## src/rtl/rng_hm_pkg.sv

```systemverilog
package rng_hm_pkg;

  localparam int FL_MONO   = 0;
  localparam int FL_POKER  = 1;
  localparam int FL_RUNS   = 2;
  localparam int FL_LONG   = 3;
  localparam int FL_NOISE  = 4;
  localparam int FL_STUCK  = 5;
  localparam int FLAG_CNT  = 6;

  localparam int PATTERN_BITS = 4;
  localparam int PATTERN_CNT  = 1 << PATTERN_BITS;

  typedef enum logic [1:0] {
    ST_ACC,
    ST_EVAL,
    ST_FINAL
  } ctlState_e;

  typedef struct packed {
    logic                    winAccept;
    logic                    winFirst;
    logic                    nibbleEnd;
    logic                    lastBit;
    logic                    evalStep;
    logic [PATTERN_BITS-1:0] pokIdx;
    logic                    finalize;
  } ctlStrobe_t;

endpackage

```

## src/rtl/rng_hm_control.sv

```systemverilog
module rng_hm_control
  import rng_hm_pkg::*;
#(
  parameter int BLOCK_BITS = 20000
) (
  input  logic       clk,
  input  logic       rstN,
  input  logic       bitValid,
  output ctlStrobe_t strobe
);

  localparam int CNT_W = $clog2(BLOCK_BITS);

  ctlState_e               state;
  logic [CNT_W-1:0]        bitCnt;
  logic [PATTERN_BITS-1:0] evalIdx;

  always_comb begin
    strobe           = '0;
    strobe.winAccept = (state == ST_ACC) && bitValid;
    strobe.winFirst  = (bitCnt == '0);
    strobe.nibbleEnd = (bitCnt[1:0] == 2'b11);
    strobe.lastBit   = strobe.winAccept && (bitCnt == CNT_W'(BLOCK_BITS - 1));
    strobe.evalStep  = (state == ST_EVAL);
    strobe.pokIdx    = evalIdx;
    strobe.finalize  = (state == ST_FINAL);
  end

  always_ff @(posedge clk or negedge rstN) begin
    if (!rstN) begin
      state   <= ST_ACC;
      bitCnt  <= '0;
      evalIdx <= '0;
    end else begin
      unique case (state)
        ST_ACC: begin
          if (strobe.winAccept) begin
            if (strobe.lastBit) begin
              bitCnt  <= '0;
              evalIdx <= '0;
              state   <= ST_EVAL;
            end else begin
              bitCnt <= bitCnt + 1'b1;
            end
          end
        end
        ST_EVAL: begin
          evalIdx <= evalIdx + 1'b1;
          if (evalIdx == PATTERN_BITS'(PATTERN_CNT - 1)) state <= ST_FINAL;
        end
        ST_FINAL: state <= ST_ACC;
        default:  state <= ST_ACC;
      endcase
    end
  end

  // Scoring begins on the edge right after a window closes.
  AST_EVAL_FOLLOWS_CLOSE: assert property (@(posedge clk) disable iff (!rstN)
    strobe.lastBit |=> (strobe.evalStep && strobe.pokIdx == '0));

  // Once finalized, the next window starts from its first bit.
  AST_WINDOW_RESTART: assert property (@(posedge clk) disable iff (!rstN)
    strobe.finalize |=> (!strobe.evalStep && strobe.winFirst));

endmodule

```

## src/rtl/rng_hm_datapath.sv

```systemverilog
module rng_hm_datapath
  import rng_hm_pkg::*;
#(
  parameter int BLOCK_BITS   = 20000,
  parameter int WORD_W       = 32,
  parameter int MONO_LO      = 9654,
  parameter int MONO_HI      = 10346,
  parameter int POKER_CNT_LO = 0,
  parameter int POKER_CNT_HI = 5000,
  parameter int POKER_SQ_LO  = 1562822,
  parameter int POKER_SQ_HI  = 1580437,
  parameter int RUN_BINS     = 6,
  parameter int RUN_LO [RUN_BINS] = '{2267, 1079, 502, 223, 90, 90},
  parameter int RUN_HI [RUN_BINS] = '{2733, 1421, 748, 402, 223, 223},
  parameter int LONG_RUN     = 34,
  parameter int NOISE_RUN    = 48
) (
  input  logic                clk,
  input  logic                rstN,
  input  ctlStrobe_t          strobe,
  input  logic                clearFlags,
  input  logic                bitValid,
  input  logic                bitIn,
  input  logic                wordValid,
  input  logic [WORD_W-1:0]   wordIn,
  output logic [FLAG_CNT-1:0] failVec
);

  localparam int RUN_W  = $clog2(NOISE_RUN + 1);
  localparam int WCNT_W = $clog2(BLOCK_BITS + 1);
  localparam int PCNT_W = $clog2(BLOCK_BITS / PATTERN_BITS + 1);
  localparam int SQ_W   = 2 * PCNT_W + PATTERN_BITS;
  localparam int BIN_W  = $clog2(RUN_BINS + 1);

  // ---------------- continuous run tracking ----------------
  logic             prevBit, haveBit;
  logic [RUN_W-1:0] runLen, nextRun;
  logic             longHit, noiseHit;

  always_comb begin
    if (haveBit && (bitIn == prevBit))
      nextRun = (runLen == RUN_W'(NOISE_RUN)) ? runLen : runLen + 1'b1;
    else
      nextRun = RUN_W'(1);
  end

  assign longHit  = bitValid && (nextRun >= RUN_W'(LONG_RUN));
  assign noiseHit = bitValid && (nextRun >= RUN_W'(NOISE_RUN));

  always_ff @(posedge clk or negedge rstN) begin
    if (!rstN) begin
      prevBit <= 1'b0;
      haveBit <= 1'b0;
      runLen  <= '0;
    end else if (bitValid) begin
      prevBit <= bitIn;
      haveBit <= 1'b1;
      runLen  <= nextRun;
    end
  end

  // ---------------- ones count ----------------
  logic [WCNT_W-1:0] onesCnt;

  always_ff @(posedge clk or negedge rstN) begin
    if (!rstN)                          onesCnt <= '0;
    else if (strobe.finalize)           onesCnt <= '0;
    else if (strobe.winAccept && bitIn) onesCnt <= onesCnt + 1'b1;
  end

  // ---------------- pattern counters ----------------
  logic [PATTERN_BITS-2:0] nibShift;
  logic [PATTERN_BITS-1:0] nibVal;
  logic [PCNT_W-1:0]       pokerCnt [PATTERN_CNT];

  assign nibVal = {nibShift, bitIn};

  always_ff @(posedge clk or negedge rstN) begin
    if (!rstN)                 nibShift <= '0;
    else if (strobe.winAccept) nibShift <= nibVal[PATTERN_BITS-2:0];
  end

  for (genvar g = 0; g < PATTERN_CNT; g++) begin : gPoker
    always_ff @(posedge clk or negedge rstN) begin
      if (!rstN)
        pokerCnt[g] <= '0;
      else if (strobe.finalize)
        pokerCnt[g] <= '0;
      else if (strobe.winAccept && strobe.nibbleEnd && nibVal == PATTERN_BITS'(g))
        pokerCnt[g] <= pokerCnt[g] + 1'b1;
    end
  end

  // ---------------- window run bins ----------------
  logic             sameW;
  logic [BIN_W-1:0] winRun, newWinRun;
  logic             tallyA, tallyB;
  logic [WCNT_W-1:0] binOne  [RUN_BINS];
  logic [WCNT_W-1:0] binZero [RUN_BINS];

  assign sameW     = !strobe.winFirst && (bitIn == prevBit);
  assign newWinRun = !sameW ? BIN_W'(1)
                   : (winRun == BIN_W'(RUN_BINS)) ? winRun : winRun + BIN_W'(1);
  // A closes the run that a differing bit ends; B closes the run ending at the window's last bit.
  assign tallyA    = strobe.winAccept && !strobe.winFirst && !sameW;
  assign tallyB    = strobe.lastBit;

  always_ff @(posedge clk or negedge rstN) begin
    if (!rstN)                 winRun <= '0;
    else if (strobe.winAccept) winRun <= newWinRun;
  end

  for (genvar k = 0; k < RUN_BINS; k++) begin : gRunBin
    logic incOne, incZero;
    assign incOne  = (tallyA &&  prevBit && winRun    == BIN_W'(k + 1)) ||
                     (tallyB &&  bitIn   && newWinRun == BIN_W'(k + 1));
    assign incZero = (tallyA && !prevBit && winRun    == BIN_W'(k + 1)) ||
                     (tallyB && !bitIn   && newWinRun == BIN_W'(k + 1));
    always_ff @(posedge clk or negedge rstN) begin
      if (!rstN) begin
        binOne[k]  <= '0;
        binZero[k] <= '0;
      end else if (strobe.finalize) begin
        binOne[k]  <= '0;
        binZero[k] <= '0;
      end else begin
        if (incOne)  binOne[k]  <= binOne[k] + 1'b1;
        if (incZero) binZero[k] <= binZero[k] + 1'b1;
      end
    end
  end

  // ---------------- serial window scoring ----------------
  logic [PCNT_W-1:0] selCnt;
  logic [SQ_W-1:0]   selWide, sumSq;
  logic              pokBad, selBad;
  logic [63:0]       sumWide;

  assign selCnt  = pokerCnt[strobe.pokIdx];
  assign selWide = SQ_W'(selCnt);
  assign selBad  = (32'(selCnt) < 32'(POKER_CNT_LO)) || (32'(selCnt) > 32'(POKER_CNT_HI));
  assign sumWide = 64'(sumSq);

  always_ff @(posedge clk or negedge rstN) begin
    if (!rstN) begin
      sumSq  <= '0;
      pokBad <= 1'b0;
    end else if (strobe.finalize) begin
      sumSq  <= '0;
      pokBad <= 1'b0;
    end else if (strobe.evalStep) begin
      sumSq  <= sumSq + selWide * selWide;
      pokBad <= pokBad | selBad;
    end
  end

  logic monoBad, pokerBad, runBad;

  assign monoBad  = !((32'(onesCnt) > 32'(MONO_LO)) && (32'(onesCnt) < 32'(MONO_HI)));
  assign pokerBad = pokBad || !((sumWide > 64'(POKER_SQ_LO)) && (sumWide < 64'(POKER_SQ_HI)));

  always_comb begin
    runBad = 1'b0;
    for (int k = 0; k < RUN_BINS; k++) begin
      if (32'(binOne[k])  < 32'(RUN_LO[k]) || 32'(binOne[k])  > 32'(RUN_HI[k])) runBad = 1'b1;
      if (32'(binZero[k]) < 32'(RUN_LO[k]) || 32'(binZero[k]) > 32'(RUN_HI[k])) runBad = 1'b1;
    end
  end

  // ---------------- repeated word ----------------
  logic [WORD_W-1:0] prevWord;
  logic              haveWord, stuckHit;

  assign stuckHit = wordValid && haveWord && (wordIn == prevWord);

  always_ff @(posedge clk or negedge rstN) begin
    if (!rstN) begin
      prevWord <= '0;
      haveWord <= 1'b0;
    end else if (wordValid) begin
      prevWord <= wordIn;
      haveWord <= 1'b1;
    end
  end

  // ---------------- sticky flags ----------------
  logic [FLAG_CNT-1:0] hitVec;

  always_comb begin
    hitVec           = '0;
    hitVec[FL_MONO]  = strobe.finalize && monoBad;
    hitVec[FL_POKER] = strobe.finalize && pokerBad;
    hitVec[FL_RUNS]  = strobe.finalize && runBad;
    hitVec[FL_LONG]  = longHit;
    hitVec[FL_NOISE] = noiseHit;
    hitVec[FL_STUCK] = stuckHit;
  end

  always_ff @(posedge clk or negedge rstN) begin
    if (!rstN) failVec <= '0;
    else       failVec <= (clearFlags ? '0 : failVec) | hitVec;
  end

  AST_LONG_RUN_FLAG: assert property (@(posedge clk) disable iff (!rstN)
    (bitValid && haveBit && bitIn == prevBit && runLen >= RUN_W'(LONG_RUN - 1))
      |=> failVec[FL_LONG]);

  AST_NOISE_WITH_LONG: assert property (@(posedge clk) disable iff (!rstN)
    $rose(failVec[FL_NOISE]) |-> failVec[FL_LONG]);

  AST_STUCK_FLAG: assert property (@(posedge clk) disable iff (!rstN)
    (wordValid && haveWord && wordIn == prevWord) |=> failVec[FL_STUCK]);

  AST_FLAGS_STICKY: assert property (@(posedge clk) disable iff (!rstN)
    !clearFlags |=> ((failVec & $past(failVec)) == $past(failVec)));

  AST_RUN_RESTART: assert property (@(posedge clk) disable iff (!rstN)
    (bitValid && haveBit && bitIn != prevBit) |=> (runLen == RUN_W'(1)));

endmodule

```

## src/rtl/rng_health_monitor.sv

```systemverilog
module rng_health_monitor
  import rng_hm_pkg::*;
#(
  parameter int BLOCK_BITS   = 20000,
  parameter int WORD_W       = 32,
  parameter int MONO_LO      = 9654,
  parameter int MONO_HI      = 10346,
  parameter int POKER_CNT_LO = 0,
  parameter int POKER_CNT_HI = 5000,
  parameter int POKER_SQ_LO  = 1562822,
  parameter int POKER_SQ_HI  = 1580437,
  parameter int RUN_BINS     = 6,
  parameter int RUN_LO [RUN_BINS] = '{2267, 1079, 502, 223, 90, 90},
  parameter int RUN_HI [RUN_BINS] = '{2733, 1421, 748, 402, 223, 223},
  parameter int LONG_RUN     = 34,
  parameter int NOISE_RUN    = 48
) (
  input  logic              clk,
  input  logic              rstN,
  input  logic              clearFlags,
  input  logic              bitValid,
  input  logic              bitIn,
  input  logic              wordValid,
  input  logic [WORD_W-1:0] wordIn,
  output logic              failMonobit,
  output logic              failPoker,
  output logic              failRuns,
  output logic              failLongRun,
  output logic              failNoise,
  output logic              failStuck
);

  ctlStrobe_t          strobe;
  logic [FLAG_CNT-1:0] failVec;

  rng_hm_control #(
    .BLOCK_BITS(BLOCK_BITS)
  ) uControl (
    .clk     (clk),
    .rstN    (rstN),
    .bitValid(bitValid),
    .strobe  (strobe)
  );

  rng_hm_datapath #(
    .BLOCK_BITS  (BLOCK_BITS),
    .WORD_W      (WORD_W),
    .MONO_LO     (MONO_LO),
    .MONO_HI     (MONO_HI),
    .POKER_CNT_LO(POKER_CNT_LO),
    .POKER_CNT_HI(POKER_CNT_HI),
    .POKER_SQ_LO (POKER_SQ_LO),
    .POKER_SQ_HI (POKER_SQ_HI),
    .RUN_BINS    (RUN_BINS),
    .RUN_LO      (RUN_LO),
    .RUN_HI      (RUN_HI),
    .LONG_RUN    (LONG_RUN),
    .NOISE_RUN   (NOISE_RUN)
  ) uDatapath (
    .clk       (clk),
    .rstN      (rstN),
    .strobe    (strobe),
    .clearFlags(clearFlags),
    .bitValid  (bitValid),
    .bitIn     (bitIn),
    .wordValid (wordValid),
    .wordIn    (wordIn),
    .failVec   (failVec)
  );

  assign failMonobit = failVec[FL_MONO];
  assign failPoker   = failVec[FL_POKER];
  assign failRuns    = failVec[FL_RUNS];
  assign failLongRun = failVec[FL_LONG];
  assign failNoise   = failVec[FL_NOISE];
  assign failStuck   = failVec[FL_STUCK];

endmodule

```

## config.mk

```make
export PLATFORM = sky130hd
export DESIGN_NAME = rng_health_monitor
export DESIGN_NICKNAME = d
export VERILOG_FILES = /design/src/rtl/rng_hm_pkg.sv /design/src/rtl/rng_hm_control.sv /design/src/rtl/rng_hm_datapath.sv /design/src/rtl/rng_health_monitor.sv
export SDC_FILE = /design/constraint.sdc
export NUM_CORES = 2
export LEC_CHECK = 0
export ABC_CLOCK_PERIOD_IN_PS = 7800
export BUFFER_PORTS_ARGS = -buffer_cell sky130_fd_sc_hd__buf_2
export CAP_MARGIN = 20
export CORE_ASPECT_RATIO = 0.8
export CORE_UTILIZATION = 50
export CTS_CLUSTER_DIAMETER = 60
export DETAILED_ROUTE_END_ITERATION = 10
export HOLD_SLACK_MARGIN = 0.05
export PLACE_DENSITY = 0.68
export SLEW_MARGIN = 30
export SYNTH_ARGS = -nofsm -noshare
export SYNTH_HDL_FRONTEND = slang
export SYNTH_SLANG_ARGS = --single-unit
```

## constraint.sdc

```tcl
create_clock -name clk -period 7.8 [get_ports clk]
set_input_delay 1.56 -clock clk [delete_from_list [all_inputs] [get_ports clk]]
set_output_delay 1.56 -clock clk [all_outputs]
set_load 0.005 [all_outputs]
```

==> results.toml <==
[logic_synthesis]
synth_cells = 3353
synth_top_flop_cell = "dfrtp_1"
yosys.area.top_type = "dfrtp_1"
synth_edf_count = 0
synth_cell_type_count = 81
synth_seq_area_share_pct = 39.2
syn-num-nets = 3632
synth_area_per_cell_um2 = 9.66
yosys_warnings = 0
synth-async-reset-ratio_pct = 100
netlist_area_mm2 = 0.0324
synth_top_area_share_pct = 39.2
synth-seq-cells = 508
synth_area_leaders = "dfrtp_1, xor2_1, fa_1, ha_1, nor2_1"
synthTopCellsByCount = "dfrtp_1, nor2_1, xor2_1, nand2_1, inv_1"
synth_most_common_cell = "dfrtp_1"

[power_and_ir_drop]
p_seq_share_pct = 47.3
pwr-share-clk_pct = 41.6
p_leak_nw = 18.8
ir_drop_v = 0.000167
switching_share_pct = 26.9
power_frac_comb_pct = 11.2
p_switching_mw = 1.74
p_int_mw = 4.72
p_per_area_mw_per_mm2 = 166
p_total_mw = 6.46

[floorplanning]
ios = 44
start_util_pct = 50.6
die_x_um = 287
placementRows = 83
die_h_um = 230
core_area_mm2 = 0.0641
die-area_mm2 = 0.0658

[global_route]
first_global_vias = 23900
grt.total_usage_pct = 23.5
grt_pass1_wl_um = 126000
overflow = 0
antenna_found_initial = 1
grt_max_degree = 160

[flow_run]
cap_violations = 0

[setup_path]
crit_top_cell = "fa_1"
critPathSlowestCell = "mux4_2"
crit_path_start = "uControl.evalIdx[0]"
crit_type = "register to register"
slowest_delay_ns = 0.58
crit_family = "adder cells"
cp-start-kind = "register"
worst_setup_path_end_kind = "register"
worst-path-buf-inv = 8
crit_fanout = 8
rr_startpoint = "uControl.evalIdx[0]"
worstPathArrival_ns = 8.70
crit_required_ns = 8.29

[outcome]
outcome = "finished, violations left"
violations = "setup timing"

[detailed_routing]
drt.antenna.violating_nets = 0
dr.pass1.iters = 6
totalWireLength_um = 79000
viasPerCell = 5.51
drc = 0
vias = 25300
drtIter0Drc = 1817
wl_per_cell_um = 17.2

[worst_hold_path]
hold_start = "uDatapath.haveWord"
hold_path.class = "register to register"

[placement]
portBuffers = 43
place_congestion = 0.873
place_area_mm2 = 0.0356
post-dp-hpwl_um = 55200
dp_cells = 4415

[clocking]
cts.htree.levels = 2
clockRootBuffer = "clkbuf_16"
numCtsBuffers = 55
clock_path_buffers = 3
clkLatencyLatePin_ns = 0.63
clock_sinks = 508
clk_pin_slew_ns = 0.06
cts_tree = "built"

[layout]
areaGrowthSynthToFinish_pct = 19.7
register_area_mm2 = 0.0127
num-nets-final = 3977
final_cells = 4591
drive_gt1_share_pct = 20.0
design_area_mm2 = 0.0388
fillers = 5217
multiInputGateArea_mm2 = 0.0190

[timing]
tightest_slew_ns = 0.845
fin_crit_ns = 8.21
layout_setup_ws_ns = -0.407
hold_viol = 0
clock.fmax_ghz = 0.122
skew_ns = 0.0444
finalSetupViolCount = 11
finalCritPeriodShare_pct = 105
drv_slew = 0
rsz0062_at_grt = "yes"
slew-limit-headroom_pct = 43.7
==> cells in the final DEF, fill, tap and decap left out, types with 19 or more instances in the layout <==
master,count
buf_4,302
fa_1,88
inv_1,216
o21ai_0,76
nor4_1,31
mux2i_1,19
buf_2,42
and3_1,78
ha_1,131
nand3_1,141
or3_1,50
a21oi_1,93
buf_6,25
and2_1,26
nor2_1,460
a22o_1,20
xor2_1,301
mux2_2,37
nor3_1,35
nand2_1,284
mux4_2,68
and4_1,20
nand4_1,96
dfrtp_1,506
inv_2,26
xnor2_1,133
clkbuf_16,59
==> stage by stage <==
| step | hold slack [ns] | setup TNS, ns | setup slack [ns] | utilization [%] |
|---|---|---|---|---|
| after detailed placement | 0.456 | -3.29 | -0.491 | 55.5 |
| final | 0.464 | -2.66 | -0.407 | 60.5 |
| after CTS | 0.467 | -1.98 | -0.306 | 58.8 |
| after global routing | 0.498 | -7.13 | -0.693 | 60.5 |
| after floorplan | 0.439 | -0.0316 | -0.0316 | - |
| after global placement | 0.455 | -1.52 | -0.276 | 55.5 |
==> logic make-up (layout without fill, tap and decap cells) <==
family / Yosys count / in the layout / synth area share (%)
AO/OA/AOI/OAI: 367 / 367 / 7.38
XOR/XNOR: 434 / 434 / 11.7
adder cells (fa/ha/maj): 241 / 241 / 11.5
buffers and inverters: 349 / 733 / 4.14
flip-flops: 508 / 508 / 39.2
multiplexers: 121 / 124 / 6.39
other: 0 / 1 / 0
AND/OR/NAND/NOR: 1333 / 1333 / 19.6
==> worst paths after layout <==
kind	depth (start not counted)	to	slack [ns]
setup / recovery	34	uDatapath.sumSq[28]	-0.41
hold / removal	1	uDatapath.haveWord	0.46
setup reg to reg	34	uDatapath.sumSq[28]	-0.41
hold reg to reg	1	uDatapath.haveWord	0.46
max in group asynchronous	3	uControl.evalIdx[0]	5.43
min in group asynchronous	1	uDatapath.prevWord[16]	0.94
==> power by group through the flow <==
stage	logic (mW)	registers, mW	clock network (mW)
after floorplan	0.510	3.02	0
after global placement	0.689	3.08	0
after detailed placement	0.709	3.09	0
after CTS	0.716	3.05	2.75
after global routing	0.822	3.08	2.85
final	0.720	3.05	2.68
==> repair_timing <==
action	4_1_cts	5_1_grt
gates cloned	1	6
pin swaps	7	115
hold buffers	0	0
resized for setup	27	138
setup buffers	14	55
endpoints found under the setup margin	10	17
==> metal layers <==
metal	up-vias	track usage, %	share of wire (%)	routed length, µm
met5	-	0	0	0
met4	0	5.16	2.0	1600
met3	105	3.21	6.0	4740
met2	616	34.1	43	34100
met1	12400	37.1	49	38600
li1	12200	-	-	-
==> cell type report <==
type / instances / share of cell area [%]
diodes: 1 / 0.00645
clock buffers: 71 / 3.94
clock inverters: 28 / 0.868
inverters: 244 / 2.37
multi-input cells: 2499 / 49.1
flip-flops and latches: 508 / 32.8
well taps: 850 / 2.74
repair buffers: 390 / 8.23
==> state kept, by name, indices dropped and copies added (netlist names), 2 cells and up <==
| name | flops |
|---|---|
| uControl.bitCnt | 15 |
| uControl.state | 2 |
| uDatapath.winRun | 3 |
| uDatapath.failVec | 6 |
| uDatapath.onesCnt | 15 |
| uDatapath.binZero | 90 |
| uDatapath.runLen | 6 |
| uDatapath.prevWord | 32 |
| uDatapath.nibShift | 3 |
| uDatapath.binOne | 90 |
| uControl.evalIdx | 4 |
| uDatapath.pokerCnt | 208 |
| uDatapath.sumSq | 30 |
(Power assumes the default switching activity.)
